[config.mk]
export PLATFORM = sky130hd
export DESIGN_NAME = ivl_pulse_gen
export DESIGN_NICKNAME = d
export VERILOG_FILES = /design/src/rtl/ivl_pkg.sv /design/src/rtl/ivl_alarm.sv /design/src/rtl/ivl_release.sv /design/src/rtl/ivl_downctr.sv /design/src/rtl/ivl_pulse_gen.sv
export SDC_FILE = /design/constraint.sdc
export NUM_CORES = 1
export LEC_CHECK = 0
export ABC_AREA = 1
export CORE_AREA = 2 2 207 209
export CTS_BUF_LIST = sky130_fd_sc_hd__clkbuf_4
export CTS_CLUSTER_SIZE = 28
export DETAILED_ROUTE_END_ITERATION = 16
export DIE_AREA = 0 0 209 211
export DONT_BUFFER_PORTS = 1
export SYNTH_ARGS = -nofsm -noshare
export SYNTH_HDL_FRONTEND = slang
export SYNTH_SLANG_ARGS = --single-unit
export TNS_END_PERCENT = 20
[constraint.sdc]
create_clock -name clk -period 2.2 [get_ports clk]
set_clock_uncertainty 0.1 [all_clocks]
set_input_delay 0.11 -clock clk [delete_from_list [all_inputs] [get_ports clk]]
set_output_delay 0.11 -clock clk [all_outputs]
set_load 0.1 [all_outputs]
[src/rtl/ivl_pkg.sv]
package ivl_pkg;

  localparam int unsigned ARITH_W = 64;

  // Saturating subtraction of one tick period from a remaining count.
  function automatic logic [ARITH_W-1:0] ivl_step(input logic [ARITH_W-1:0] remain,
                                                  input logic [ARITH_W-1:0] per);
    return (remain > per) ? (remain - per) : '0;
  endfunction

  // Alarm condition: time has reached or passed the programmed value.
  function automatic logic time_reached(input logic [ARITH_W-1:0] now_t,
                                        input logic [ARITH_W-1:0] target);
    return now_t >= target;
  endfunction

endpackage

[src/rtl/ivl_alarm.sv]
module ivl_alarm #(
  parameter int unsigned TIME_W = 64
) (
  input  logic              clk,
  input  logic              rst_n,
  input  logic              tmr_en,
  input  logic [TIME_W-1:0] time_now,
  input  logic              alm_wr,
  input  logic [TIME_W-1:0] alm_val,
  input  logic              alm_clr,
  output logic              alm_hit,
  output logic              alm_evt
);
  import ivl_pkg::*;

  logic [TIME_W-1:0] target_q;
  logic              armed_q;
  logic              evt_q;

  assign alm_hit = tmr_en & armed_q &
                   time_reached(ARITH_W'(time_now), ARITH_W'(target_q));

  always_ff @(posedge clk or negedge rst_n) begin
    if (!rst_n) begin
      target_q <= '0;
      armed_q  <= 1'b0;
    end else if (alm_wr) begin
      target_q <= alm_val;
      armed_q  <= 1'b1;
    end else if (alm_hit) begin
      armed_q  <= 1'b0;
    end
  end

  always_ff @(posedge clk or negedge rst_n) begin
    if (!rst_n)       evt_q <= 1'b0;
    else if (alm_hit) evt_q <= 1'b1;
    else if (alm_clr) evt_q <= 1'b0;
  end

  assign alm_evt = evt_q;
endmodule

[src/rtl/ivl_release.sv]
module ivl_release (
  input  logic clk,
  input  logic rst_n,
  input  logic tmr_en,
  input  logic gate_en,
  input  logic alm_wr,
  input  logic alm_hit,
  output logic hold,
  output logic load
);
  logic released_q;

  always_ff @(posedge clk or negedge rst_n) begin
    if (!rst_n)       released_q <= 1'b0;
    else if (!tmr_en) released_q <= 1'b0;
    else if (alm_wr)  released_q <= 1'b0;
    else if (alm_hit) released_q <= 1'b1;
  end

  assign hold = gate_en & ~released_q;
  assign load = ~tmr_en | (gate_en & alm_wr);
endmodule

[src/rtl/ivl_downctr.sv]
module ivl_downctr #(
  parameter int unsigned IVL_W = 32,
  parameter int unsigned PER_W = 8
) (
  input  logic             clk,
  input  logic             rst_n,
  input  logic             load,
  input  logic             run,
  input  logic             carry,
  input  logic [PER_W-1:0] tick_per,
  input  logic [IVL_W-1:0] interval,
  output logic             pulse
);
  import ivl_pkg::*;

  logic [IVL_W-1:0] cnt_q;
  logic [IVL_W-1:0] cnt_nxt;
  logic             pls_q;

  assign cnt_nxt = IVL_W'(ivl_step(ARITH_W'(cnt_q), ARITH_W'(tick_per)));

  always_ff @(posedge clk or negedge rst_n) begin
    if (!rst_n) begin
      cnt_q <= '0;
      pls_q <= 1'b0;
    end else if (load || pls_q) begin
      cnt_q <= interval;
      pls_q <= 1'b0;
    end else if (run && carry) begin
      cnt_q <= cnt_nxt;
      pls_q <= (cnt_nxt == '0);
    end
  end

  assign pulse = pls_q;
endmodule

[src/rtl/ivl_pulse_gen.sv]
module ivl_pulse_gen #(
  parameter int unsigned N_IVL  = 3,
  parameter int unsigned IVL_W  = 32,
  parameter int unsigned PER_W  = 8,
  parameter int unsigned TIME_W = 64
) (
  input  logic                   clk,
  input  logic                   rst_n,
  input  logic                   tmr_en,
  input  logic [TIME_W-1:0]      time_now,
  input  logic                   carry,
  input  logic [PER_W-1:0]       tick_per,
  input  logic [N_IVL*IVL_W-1:0] ivl_cfg,
  input  logic                   gate_en,
  input  logic                   alm_wr,
  input  logic [TIME_W-1:0]      alm_val,
  input  logic                   alm_clr,
  output logic [N_IVL-1:0]       pulse,
  output logic                   alm_evt
);
  logic             alm_hit;
  logic             first_hold;
  logic             first_load;
  logic [N_IVL-1:0] ctr_load;
  logic [N_IVL-1:0] ctr_run;

  ivl_alarm #(.TIME_W(TIME_W)) u_alarm (
    .clk      (clk),
    .rst_n    (rst_n),
    .tmr_en   (tmr_en),
    .time_now (time_now),
    .alm_wr   (alm_wr),
    .alm_val  (alm_val),
    .alm_clr  (alm_clr),
    .alm_hit  (alm_hit),
    .alm_evt  (alm_evt)
  );

  ivl_release u_release (
    .clk     (clk),
    .rst_n   (rst_n),
    .tmr_en  (tmr_en),
    .gate_en (gate_en),
    .alm_wr  (alm_wr),
    .alm_hit (alm_hit),
    .hold    (first_hold),
    .load    (first_load)
  );

  for (genvar k = 0; k < N_IVL; k++) begin : g_ctr
    if (k == 0) begin : g_gated
      assign ctr_load[k] = first_load;
      assign ctr_run[k]  = tmr_en & ~first_hold;
    end else begin : g_free
      assign ctr_load[k] = ~tmr_en;
      assign ctr_run[k]  = tmr_en;
    end

    ivl_downctr #(.IVL_W(IVL_W), .PER_W(PER_W)) u_ctr (
      .clk      (clk),
      .rst_n    (rst_n),
      .load     (ctr_load[k]),
      .run      (ctr_run[k]),
      .carry    (carry),
      .tick_per (tick_per),
      .interval (ivl_cfg[k*IVL_W +: IVL_W]),
      .pulse    (pulse[k])
    );
  end
endmodule

Yosys cells after proc, flatten, opt, wreduce, memory -nomap -nowiden --
Cells that the tools add are included.
Word-level totals: register bits 166, latch bits 0, memory bits (writable) 0, bits in read-only memories 0, bits of input ports 239, output and inout bits 4, word-level logic and storage cells 62, memories 0
Operators by class: add/sub/neg operators 3, $mul 0, divide/modulo/power cells 0, magnitude comparators 4, eq/ne operators 1, shift operators 0, mux-type cells 22, bitwise gates (word level) 9, reductions and logical operators 13
Operators by type and width (number):
- 32-bit two-way mux | 9
- 32-bit by 8-bit greater-than comparator with 1-bit output | 3
- 32-bit logical NOT | 3
- 32-bit by 8-bit subtractor with 32-bit output | 3
- 64-bit greater-or-equal comparator | 1
- 1-bit two-way mux | 13
- 2-bit nonzero test | 5
- 1-bit AND | 5
- 1-bit logical OR | 3
- 3-bit by 1-bit inequality test with 1-bit output (second input constant) | 1
- 1-bit inverter | 3
- 1-bit logical AND | 2
- 1-bit bitwise OR | 1

Depth between registers and ports, before layout --
depth after elaboration 7, mapped depth 18, gate-level depth less buffers 18

Cells and area by module --
A second synthesis with hierarchy kept.
Second synthesis, totals: cell total of the unflattened synthesis 2014, area total of the unflattened synthesis 13304.0 um^2
By module, submodules not included:
- ivl_downctr | instances 3, cells an instance 501, area an instance 3072.9 um^2, seq. area each 825.8 um^2
- ivl_alarm | instances 1, cells an instance 500, area an instance 4020.1 um^2, seq. area each 1651.6 um^2
- ivl_release | instances 1, cells an instance 9, area an instance 55.1 um^2, seq. area each 25.0 um^2
- ivl_pulse_gen | instances 1, cells an instance 2, area an instance 10.0 um^2, seq. area each 0.0 um^2

Worst setup path after synthesis --
No wires, ideal clock.
path type register -> register, start point reg g_ctr[2].u_ctr.cnt_q[0], end point reg g_ctr[2].u_ctr.pls_q, arrival time 2096 ps, data required time 1984 ps, setup slack -112 ps, stages on the path, launching flop included 16, path buffers 1, path through dfrtp_1 -> inv_1 -> ha_1 -> fa_1 -> nand3b_1 -> nand2_1 -> nand2_1 -> nand2_2 -> nand2_1 -> nand2_2 -> buf_2 -> nand2_1 -> nor2_1 -> nor2_1 -> nand4_1 -> nor2_1
Between the ends: word-level cells in the longest chain between the ends 5
RTL lines:
- start, declared | line ivl_downctr.sv:16 | logic [IVL_W-1:0] cnt_q;
- start signal, assigned | line ivl_downctr.sv:27 | cnt_q <= interval;
- start signal, assigned | line ivl_downctr.sv:30 | cnt_q <= cnt_nxt;
- 32-bit by 8-bit subtractor with 32-bit output or 32-bit by 8-bit greater-than comparator with 1-bit output (tied branches) | line ivl_pkg.sv:8 | return (remain > per) ? (remain - per) : '0;
- 32-bit two-way mux * | line ivl_pkg.sv:8
- 32-bit logical NOT * | line ivl_downctr.sv:31 | pls_q <= (cnt_nxt == '0);
- 1-bit two-way mux * | line ivl_downctr.sv:29 | end else if (run && carry) begin
- 1-bit two-way mux * | line ivl_downctr.sv:26 | end else if (load || pls_q) begin
- end signal, assigned | line ivl_downctr.sv:31
- end, declared | line ivl_downctr.sv:18 | logic pls_q;
Every way passes the cells marked *; elsewhere a longest branch is shown, timed or not. The select of a mux whose other input is x is not followed. A chain may end at the register's enable or synchronous reset.

Worst setup path in the final report --
start point reg g_ctr[0].u_ctr.cnt_q[5], end point reg g_ctr[0].u_ctr.pls_q
Between the ends: word-level cells in the longest chain between the ends 5
RTL lines (line):
- start, declared | ivl_downctr.sv:16
- start signal, assigned | ivl_downctr.sv:27
- start signal, assigned | ivl_downctr.sv:30
- 32-bit by 8-bit subtractor with 32-bit output or 32-bit by 8-bit greater-than comparator with 1-bit output (tied branches) | ivl_pkg.sv:8
- 32-bit two-way mux * | ivl_pkg.sv:8
- 32-bit logical NOT * | ivl_downctr.sv:31
- 1-bit two-way mux * | ivl_downctr.sv:29
- 1-bit two-way mux * | ivl_downctr.sv:26
- end signal, assigned | ivl_downctr.sv:31
- end, declared | ivl_downctr.sv:18
Marked as above.

==> metrics.txt <==
status complete, but fails checks; violated checks negative hold slack, negative setup slack; io pins 243; Die Footprint 44100 µm²; Mapped Avg Cell Area 6.90 µm²; startpoint types register; slowest stage cell, crit path dfrtp_1; clk slew on worst S/H paths 0.17 ns; reg-to-reg setup timing slack -0.15 ns; Yosys reg bits 166; reg2reg end g_ctr[0].u_ctr.pulse$_DFFE_PN0P_; max_cap viols 0; DR iter-0 viols 948; Worst EP arrival 2.98 ns; vias in the first global route 15883; worst reg-to-reg path cell count 14; TritonCTS buffer count 17; htree depth 4; Tot GR Track Use 22.7%; Peak VDD IR 413 µV; routability congestion estimate 0.949; ANT nets after route 0; Cell Area, Synth 12500 µm²; Hold Path Class in -> async; Final WS setup -0.147 ns; Post-Route WL 51700 µm; Starting Density 29.8%; Layout Cells excl Fill 3051; count leader, synth nand2_1; Clock Path Buffers 2; CTS tree done; Clock Latency Late Sink 0.79 ns; delay of the slowest cell on the worst path 0.45 ns; Hold Worst Slack -1.09 ns; cells along the critical path ha_4 > a21oi_4 > nor2_2 > nor3_2 > buf_4 > nand3_2 > buf_4 > nor2_1 > nand2_1 > nand3_1 > nand2_1 > nor2_1 > nand3_1 > nor2_1; Post-synth EDFFs 0; Final Slew Violations 0; crit-path max FO 3; synth warn 0; worst rel slew slack 50.5%; setup TNS -1.51 ns; ys flop type dfrtp_1; Chip Width 209 µm; async set-reset flop share out of synthesis 100%; Post-synth top cells 472 x nand2_1, 263 x inv_1, 175 x nand3_1; Cell variety after synth 43; post-synthesis sequential area ratio 33.4%; PortBufs 0; Worst Tran Pin Value 0.741 ns; clk root buf clkbuf_4; number of remaining DRC errors 0; period utilization 107%; largest area contributor in the netlist dfrtp_1; Final #Nets 2819; RR Startpoint g_ctr[0].u_ctr.cnt_q[5]$_DFFE_PN0P_; fmax 0.426 GHz; top-area cell type share of the netlist area 33.4%; Avg WL per Cell 16.9 µm; Mapped Cells 1805; TritonRoute pass-1 iters 5; Rows 75; Core Region 41800 µm²; Die Y 211 µm; critical path class reg -> reg; vias per cell 5.06; Leak 9.99 nW; share of cells above drive strength 1 26.0%; RSZ-0062 raised after global routing true; detailed placer's ending HPWL 33400 µm; initial antenna violation count 7; Critical Path RT 2.83 ns; P&R area growth vs syn 72.2%; Sink Count 166; DR vias 15444; global-route wire length before repair 79500 µm; Worst path most repeated cell nor2_1; setup violators final 28; CP endpoint kind register; power density over the cells 538 nW/µm²; Final Hold Viols 166; global route overflow 0; Placed Cells 2554; largest net degree at the start of global routing 167; worst slack, placed -0.312 ns; Synth Net Count 2135; fin crit period 2.35 ns; main area contributors after synthesis dfrtp_1 33%, nand2_1 14%, ha_1 8.8%
placed cells by master, fill, tap and decap left out, drive strengths merged, types with 15 or more instances in the layout:
cell type and n:
nand2 483, dlygate4sd3 410, buf 303, inv 276, nand3 175, nor2 169
dfrtp 166, o21ai 142, ha 88, a21oi 59, o221ai 40, nand4 39
a22oi 31, nor3 22, clkbuf 19, o211ai 15
report_power, final:
| part | internal [mW] | total (mW) | switching [mW] |
|---|---|---|---|
| logic | 2.77 | 5.52 | 2.75 |
| registers | 3.38 | 3.64 | 0.255 |
| clock network | 1.04 | 2.38 | 1.34 |
| total | 7.20 | 11.5 | 4.34 |
worst max path at each step:
stage | startpoint | to | depth (start not counted)
6_report | g_ctr[0].u_ctr.cnt_q[5]$_DFFE_PN0P_ | g_ctr[0].u_ctr.pulse$_DFFE_PN0P_ | 14
3_3_place_gp | g_ctr[0].u_ctr.cnt_q[5]$_DFFE_PN0P_ | g_ctr[0].u_ctr.pulse$_DFFE_PN0P_ | 15
4_1_cts | g_ctr[2].u_ctr.cnt_q[0]$_DFFE_PN0P_ | g_ctr[2].u_ctr.pulse$_DFFE_PN0P_ | 16
2_1_floorplan | g_ctr[0].u_ctr.cnt_q[0]$_DFFE_PN0P_ | g_ctr[0].u_ctr.pulse$_DFFE_PN0P_ | 18
5_1_grt | g_ctr[1].u_ctr.cnt_q[0]$_DFFE_PN0P_ | g_ctr[1].u_ctr.pulse$_DFFE_PN0P_ | 15
3_5_place_dp | g_ctr[2].u_ctr.cnt_q[5]$_DFFE_PN0P_ | g_ctr[2].u_ctr.pulse$_DFFE_PN0P_ | 12
area by class of cell:
| cell class | instances | area (µm²) |
|---|---|---|
| clock inverter | 14 | 221 |
| inverter | 274 | 1040 |
| fill | 3819 | 20300 |
| clock buffer | 18 | 135 |
| sequential | 166 | 4150 |
| antenna | 10 | 25.0 |
| multi-input combinational | 1316 | 8560 |
| timing repair buffer | 714 | 6640 |
| tap | 539 | 674 |
worst max-delay path: cells and delay by family, from the launching register on:
family                     cells  cell delay (ns)
adders and majority gates      1             0.27
AOI/OAI and AO/OA              1             0.15
buffers and inverters          2             0.35
DFF                            1             0.45
and+or+nand+nor               10             0.99
logic make-up after synthesis:
group	count (synthesis)	synth area share, %
xor gates and xnor gates	12	0.844
and+or+nand+nor	898	31.0
AOI/OAI and AO/OA	313	15.3
buffers and inverters	325	10.2
adders and majority gates	91	9.32
DFF	166	33.4
per-layer routing:
| metal | up-vias | part of all wire (%) | GRT usage [%] |
|---|---|---|---|
| met5 | - | 0.025 | 0 |
| met4 | 2 | 3.7 | 8.84 |
| met3 | 151 | 6.0 | 5.95 |
| met2 | 523 | 50 | 39.9 |
| met1 | 7385 | 40 | 26.4 |
| li1 | 7383 | - | - |
per-stage QoR:
step | power, mW | util, % | area, µm²
finish | 11.5 | 51.3 | 21400
global route | 12.3 | 51.3 | 21400
CTS | 10.9 | 48.3 | 20200
detailed placement | 7.46 | 35.8 | 14900
global placement | 7.40 | 35.8 | 14900
floorplan | 5.80 | - | 12500
flip-flops by register name, indices dropped and copies added (netlist names):
| register | cells |
|---|---|
| u_alarm.alm_evt | 1 |
| u_alarm.armed_q | 1 |
| g_ctr.u_ctr.cnt_q | 96 |
| u_release.released_q | 1 |
| g_ctr.u_ctr.pulse | 3 |
| u_alarm.target_q | 64 |
timing repair:
item,4_1_cts,5_1_grt
gates resized for setup,146,224
buffers inserted,12,29
endpoints found under the hold margin,332,171
setup endpoints to repair,88,101
pin swaps,32,80
hold buffers,408,3
cloned,2,1
No activity file was read; power rests on OpenSTA's default activity.
